File: src/rtl/dram_opstate_pkg.sv
package dram_opstate_pkg;

  typedef enum logic [2:0] {
    ST_INIT_MEM  = 3'd0,
    ST_CONFIG    = 3'd1,
    ST_CFG_REQ   = 3'd2,
    ST_ACCESS    = 3'd3,
    ST_ACC_REQ   = 3'd4,
    ST_LOW_POWER = 3'd5,
    ST_LP_IN_REQ = 3'd6,
    ST_LP_OUT_REQ= 3'd7
  } opstate_e;

  typedef enum logic [2:0] {
    CMD_INIT   = 3'd0,
    CMD_CONFIG = 3'd1,
    CMD_GO     = 3'd2,
    CMD_SLEEP  = 3'd3,
    CMD_WAKEUP = 3'd4
  } opcmd_e;

  typedef struct packed {
    logic     legal;
    opstate_e next;
  } decode_t;

  // True for the transitional states that wait on the acknowledge.
  function automatic logic is_request(opstate_e s);
    return (s == ST_CFG_REQ) || (s == ST_ACC_REQ) ||
           (s == ST_LP_IN_REQ) || (s == ST_LP_OUT_REQ);
  endfunction

  // Stable state that a request state settles into.
  function automatic opstate_e request_target(opstate_e s);
    opstate_e t;
    unique case (s)
      ST_CFG_REQ:    t = ST_CONFIG;
      ST_ACC_REQ:    t = ST_ACCESS;
      ST_LP_IN_REQ:  t = ST_LOW_POWER;
      ST_LP_OUT_REQ: t = ST_ACCESS;
      default:       t = s;
    endcase
    return t;
  endfunction

  // Legality and destination of a software command in a given state.
  function automatic decode_t decode_cmd(opstate_e s, logic [2:0] code);
    decode_t d;
    d.legal = 1'b0;
    d.next  = s;
    if (code == CMD_CONFIG && (s == ST_INIT_MEM || s == ST_ACCESS)) begin
      d.legal = 1'b1; d.next = ST_CFG_REQ;
    end else if (code == CMD_GO && s == ST_CONFIG) begin
      d.legal = 1'b1; d.next = ST_ACC_REQ;
    end else if (code == CMD_SLEEP && s == ST_ACCESS) begin
      d.legal = 1'b1; d.next = ST_LP_IN_REQ;
    end else if (code == CMD_WAKEUP && s == ST_LOW_POWER) begin
      d.legal = 1'b1; d.next = ST_LP_OUT_REQ;
    end
    return d;
  endfunction

endpackage

File: src/rtl/dram_opstate_fsm.sv
module dram_opstate_fsm
  import dram_opstate_pkg::*;
(
  input  logic       clk,
  input  logic       rst_n,
  input  logic       cmd_valid,
  input  logic [2:0] cmd_code,
  input  logic       phy_ack,
  input  logic       hw_lp_en,
  input  logic       hw_idle_req,
  output opstate_e   state_o,
  output logic       illegal_o
);

  opstate_e state_q, state_d;
  decode_t  dec;
  logic     in_req;
  logic     hw_lp_go;
  logic     illegal_evt;

  assign in_req      = is_request(state_q);
  assign dec         = decode_cmd(state_q, cmd_code);
  assign illegal_evt = cmd_valid && !dec.legal;
  assign hw_lp_go    = hw_lp_en && hw_idle_req && !cmd_valid &&
                       (state_q == ST_ACCESS);

  always_comb begin
    state_d = state_q;
    if (in_req) begin
      if (phy_ack) state_d = request_target(state_q);
    end else if (cmd_valid) begin
      if (dec.legal) state_d = dec.next;
    end else if (hw_lp_go) begin
      state_d = ST_LP_IN_REQ;
    end
  end

  always_ff @(posedge clk or negedge rst_n) begin
    if (!rst_n) state_q <= ST_INIT_MEM;
    else        state_q <= state_d;
  end

  assign state_o   = state_q;
  assign illegal_o = illegal_evt;

  assert_req_hold_R6: assert property (@(posedge clk) disable iff (!rst_n)
    (in_req && !phy_ack) |=> $stable(state_q));

  assert_illegal_keep_R7: assert property (@(posedge clk) disable iff (!rst_n)
    (illegal_evt && !in_req) |=> $stable(state_q));

  assert_config_entry_R3: assert property (@(posedge clk) disable iff (!rst_n)
    (state_q == ST_CONFIG && !$stable(state_q)) |-> $past(state_q) == ST_CFG_REQ);

  assert_access_entry_R4: assert property (@(posedge clk) disable iff (!rst_n)
    (state_q == ST_ACCESS && !$stable(state_q)) |->
      ($past(state_q) == ST_ACC_REQ || $past(state_q) == ST_LP_OUT_REQ));

  assert_lp_entry_R5: assert property (@(posedge clk) disable iff (!rst_n)
    (state_q == ST_LOW_POWER && !$stable(state_q)) |-> $past(state_q) == ST_LP_IN_REQ);

  assert_hw_lp_gate_R8: assert property (@(posedge clk) disable iff (!rst_n)
    (state_q == ST_ACCESS && !cmd_valid && !hw_lp_en) |=> state_q == ST_ACCESS);

endmodule

File: src/rtl/dram_opstate_pwrup.sv
module dram_opstate_pwrup #(
  parameter int unsigned PWRUP_CYCLES = 8
) (
  input  logic clk,
  input  logic rst_n,
  input  logic start_i,
  output logic done_o
);

  localparam int unsigned CW = $clog2(PWRUP_CYCLES + 1);

  logic [CW-1:0] cnt_q;
  logic          busy_q;
  logic          done_q;
  logic          start_evt;
  logic          last_evt;

  assign start_evt = start_i && !busy_q && !done_q;
  assign last_evt  = busy_q && (cnt_q == CW'(PWRUP_CYCLES - 1));

  always_ff @(posedge clk or negedge rst_n) begin
    if (!rst_n) begin
      cnt_q  <= '0;
      busy_q <= 1'b0;
      done_q <= 1'b0;
    end else if (start_evt) begin
      cnt_q  <= '0;
      busy_q <= 1'b1;
    end else if (last_evt) begin
      busy_q <= 1'b0;
      done_q <= 1'b1;
    end else if (busy_q) begin
      cnt_q  <= cnt_q + 1'b1;
    end
  end

  assign done_o = done_q;

  assert_done_sticky_R9: assert property (@(posedge clk) disable iff (!rst_n)
    done_q |=> done_q);

  assert_cnt_bound_R9: assert property (@(posedge clk) disable iff (!rst_n)
    busy_q |-> (cnt_q < CW'(PWRUP_CYCLES)));

  assert_busy_done_excl_R9: assert property (@(posedge clk) disable iff (!rst_n)
    !(busy_q && done_q));

endmodule

File: src/rtl/dram_opstate_errflag.sv
module dram_opstate_errflag (
  input  logic clk,
  input  logic rst_n,
  input  logic set_i,
  output logic flag_o
);

  logic flag_q;

  always_ff @(posedge clk or negedge rst_n) begin
    if (!rst_n)     flag_q <= 1'b0;
    else if (set_i) flag_q <= 1'b1;
  end

  assign flag_o = flag_q;

  assert_err_sticky_R7: assert property (@(posedge clk) disable iff (!rst_n)
    flag_q |=> flag_q);

  assert_err_rise_R7: assert property (@(posedge clk) disable iff (!rst_n)
    $rose(flag_q) |-> $past(set_i));

endmodule

File: src/rtl/dram_opstate_ctrl.sv
module dram_opstate_ctrl
  import dram_opstate_pkg::*;
#(
  parameter int unsigned PWRUP_CYCLES = 8
) (
  input  logic       clk,
  input  logic       rst_n,
  input  logic       cmd_valid,
  input  logic [2:0] cmd_code,
  input  logic       phy_ack,
  input  logic       hw_lp_en,
  input  logic       hw_idle_req,
  input  logic       pwrup_start,
  output logic       pwrup_done,
  output logic [2:0] state_o,
  output logic       cmd_err
);

  opstate_e state_w;
  logic     illegal_w;

  dram_opstate_fsm u_fsm (
    .clk         (clk),
    .rst_n       (rst_n),
    .cmd_valid   (cmd_valid),
    .cmd_code    (cmd_code),
    .phy_ack     (phy_ack),
    .hw_lp_en    (hw_lp_en),
    .hw_idle_req (hw_idle_req),
    .state_o     (state_w),
    .illegal_o   (illegal_w)
  );

  dram_opstate_errflag u_err (
    .clk    (clk),
    .rst_n  (rst_n),
    .set_i  (illegal_w),
    .flag_o (cmd_err)
  );

  dram_opstate_pwrup #(.PWRUP_CYCLES(PWRUP_CYCLES)) u_pwrup (
    .clk     (clk),
    .rst_n   (rst_n),
    .start_i (pwrup_start),
    .done_o  (pwrup_done)
  );

  assign state_o = state_w;

endmodule

File: config.mk
export PLATFORM = sky130hd
export DESIGN_NAME = dram_opstate_ctrl
export DESIGN_NICKNAME = d
export VERILOG_FILES = /design/src/rtl/dram_opstate_pkg.sv /design/src/rtl/dram_opstate_fsm.sv /design/src/rtl/dram_opstate_pwrup.sv /design/src/rtl/dram_opstate_errflag.sv /design/src/rtl/dram_opstate_ctrl.sv
export SDC_FILE = /design/constraint.sdc
export NUM_CORES = 1
export LEC_CHECK = 0
export CAP_MARGIN = 20
export CORE_AREA = 2 2 39 41
export CTS_BUF_LIST = sky130_fd_sc_hd__clkbuf_4
export CTS_CLUSTER_DIAMETER = 200
export DETAILED_ROUTE_END_ITERATION = 16
export DIE_AREA = 0 0 41 43
export PLACE_DENSITY = 0.81
export SLEW_MARGIN = 20
export SYNTH_ARGS = -nofsm -noshare
export SYNTH_HDL_FRONTEND = slang
export SYNTH_SLANG_ARGS = --single-unit
File: constraint.sdc
create_clock -name clk -period 4.8 [get_ports clk]
set_input_delay 0.72 -clock clk [delete_from_list [all_inputs] [get_ports clk]]
set_output_delay 0.72 -clock clk [all_outputs]
set_load 0.05 [all_outputs]
==> impl_metrics.toml <==
[global_route]
grt_antenna_before_repair = 0
grt_pass1_vias = 559
grt_use_total_pct = 18.7
overflow = 0
grt_max_degree = 14
grt_pass1_wl_um = 2230

[logic_synthesis]
yosysTopAreaCell = "dfrtp_1"
synth-seq-cells = 10
yosysMostFrequentCell = "dfrtp_1"
synth_cell_types = 36
syn_area_um2 = 678
synth_warnings = 0
avgSynthCellArea_um2 = 10.1
ys_seq_area_share_pct = 36.9
synthFlopType = "dfrtp_1"
synthTopCellsByArea = "dfrtp_1 (37%), a32oi_4 (4.1%), a21oi_1 (3.7%)"
syn_inst = 67
synth_common_cells = "dfrtp_1 (10), a21oi_1 (5), inv_1 (5), nand2_1 (4), nand3_1 (4)"
synth_edf_count = 0
yosysTopAreaCellShare_pct = 36.9
synthArstFlopShare_pct = 100
syn-num-nets = 78

[timing]
fmax_ghz = 0.409
grt_setup_unrepaired = "false"
timing.final.max_slew_violations = 0
fin_setup_tns_ns = 0
min_period_ns = 2.45
layout_worst_path_cycle_share_pct = 50.9
tightest_slew_ns = 0.504
finalSetupViolCount = 0
hold_viol = 0
fin_skew_ns = 0.00344
slew_headroom_pct = 66.3

[floorplanning]
coreArea_um2 = 1380
die_w_um = 41
io-pin-count = 15
num_rows = 14
die_area_um2 = 1760
die_h_um = 43
start_util_pct = 49.0

[final_layout]
drive_above_1_share_pct = 11.1
diodes = 0
nFillCells = 124
utilization_pct = 60.0
finalNetCount = 94
areaGrowthSynthToFinish_pct = 22.5
instances_no_fill = 97

[placement]
place_inst = 94
dpl.hpwl_um = 1010
io_buffers = 14
gp_congestion = 0.794

[setup_path]
worstPathCellList = "clkdlybuf4s50_1"
cp_num_buf_inv = 1
critPathTopFamily = "buffers and inverters"
rr_worst_depth = 4
startpoint_type = "flop"
crit_type = "reg -> out"
crit_required_ns = 4.08
critPathCaptureType = "output pin"
reg2reg_slack_ns = 3.01
r2r_end = "u_fsm.state_o[1]$_DFFE_PN0P_"
arrival_ns = 1.73
worstReg2RegStart = "u_fsm.state_o[1]$_DFFE_PN0P_"
cpMaxStageDelayCell = "clkdlybuf4s50_1"
cpPeakStageDelay_ns = 0.89
path_max_fanout = 13

[drt]
drc = 0
avgViaCountPerCell = 5.59
wl_um = 1300
wl_per_cell_um = 13.4
first_iter_violations = 3
firstDrtPassIters = 2
ant_nets = 0
num_vias = 542

[power]
p_total_mw = 0.399
powerDensity_nw_per_um2 = 480
peakVddDrop_mv = 0.245
leakagePower_nw = 0.336

[clock_network]
clock_path_buffers = 2
ctsResizeCount = 0
clk_latency_ns = 0.25
clkTransAtPathRegs_ns = 0.06
cts_tree = "yes"
root_buffer = "clkbuf_4"
cts_setup_buffers = 0
clkSinkCount = 10
h-tree-depth = 1
cts_hold_buf = 0
cts_inserted_buffers = 3

[worst_hold_path]
hold_depth = 1
min_from = "u_err.flag_o$_DFFE_PN0P_"
hold_class = "reg -> reg"
hold_end = "u_err.flag_o$_DFFE_PN0P_"

[run_status]
status = "finished clean"

[flow_run]
cap_violations = 0
==> where the power goes <==
| group | internal [mW] | leakage [nW] | switching [mW] |
|---|---|---|---|
| sequential | 0.0970 | 0.106 | 0.0424 |
| combinational | 0.0943 | 0.216 | 0.113 |
| clock | 0.0287 | 0.0138 | 0.0239 |
==> layout by cell type (no fill, tap or decap), drive strengths merged <==
cell type / synthesis / layout
o31ai: 1 / 1
or3: 1 / 1
a31oi: 1 / 1
nand3b: 1 / 1
mux2i: 1 / 1
a32oi: 2 / 2
a311oi: 1 / 1
o21bai: 2 / 2
xor2: 1 / 1
and4bb: 2 / 2
nor2: 3 / 3
o211a: 1 / 1
inv: 5 / 5
nand2: 4 / 4
a2bb2oi: 1 / 1
nor3b: 1 / 1
nand2b: 2 / 2
a21oi: 5 / 5
o21ai: 2 / 2
o21a: 2 / 2
nand3: 4 / 4
xnor2: 2 / 2
nor3: 1 / 1
clkdlybuf4s50: 0 / 14
clkbuf: 0 / 3
a22o: 1 / 1
nor2b: 1 / 1
dfrtp: 10 / 10
ha: 1 / 1
mux2: 1 / 1
nor4b: 1 / 1
and3: 1 / 1
o22ai: 1 / 1
a32o: 1 / 1
==> worst max path at each step <==
| stage | startpoint | to | slack, ns | cells after the start |
|---|---|---|---|---|
| after floorplan | u_fsm.state_o[1]$_DFFE_PN0P_ | u_fsm.state_o[1]$_DFFE_PN0P_ | 2.92 | 5 |
| after global placement | cmd_code[0] | u_fsm.state_o[1]$_DFFE_PN0P_ | 2.42 | 5 |
| after detailed placement | cmd_code[0] | u_fsm.state_o[1]$_DFFE_PN0P_ | 2.34 | 5 |
| after CTS | u_fsm.state_o[2]$_DFFE_PN0P_ | state_o[2] | 2.35 | 1 |
| after global routing | u_fsm.state_o[2]$_DFFE_PN0P_ | state_o[2] | 2.29 | 1 |
| final | u_fsm.state_o[2]$_DFFE_PN0P_ | state_o[2] | 2.35 | 1 |
==> layer usage <==
layer  part of all wire, %  vias up  track usage [%]
met4                  0.93        0             12.0
met5                     0        -                0
li1                      -      276                -
met2                    54       11             31.3
met3                   2.9        2             1.57
met1                    42      253             21.2
==> sequential cells by signal, summed over array words and instances, names as in the netlist <==
register,flops
u_err.flag_o,1
u_fsm.state_o,3
u_pwrup.cnt_q,4
u_pwrup.done_o,1
u_pwrup.busy_q,1
==> logic make-up after synthesis <==
group                      share of synthesized area, %
and+or+nand+nor                                    20.8
AOI/OAI and AO/OA                                  25.6
DFF                                                36.9
buffers and inverters                              7.20
xor gates and xnor gates                           3.88
muxes                                              3.69
adders and majority gates                          1.84
==> through the flow <==
step	hold WS (ns)	instance area [um^2]	worst slack (ns)
global route	0.500	831	2.29
floorplan	0.424	678	2.92
detailed placement	0.456	808	2.34
finish	0.471	831	2.35
global placement	0.453	808	2.42
CTS	0.474	831	2.35
==> cell type report <==
cell class              count  area, um^2  share of cell area, %
clock buffers               3        22.5                   2.71
inverters                   5        18.8                   2.26
multi-input cells          49         379                   45.6
repair buffers             14         140                   16.9
flip-flops and latches     10         250                   30.1
well taps                  16        20.0                   2.41
Note: power is estimated with default switching activity, not from simulation.
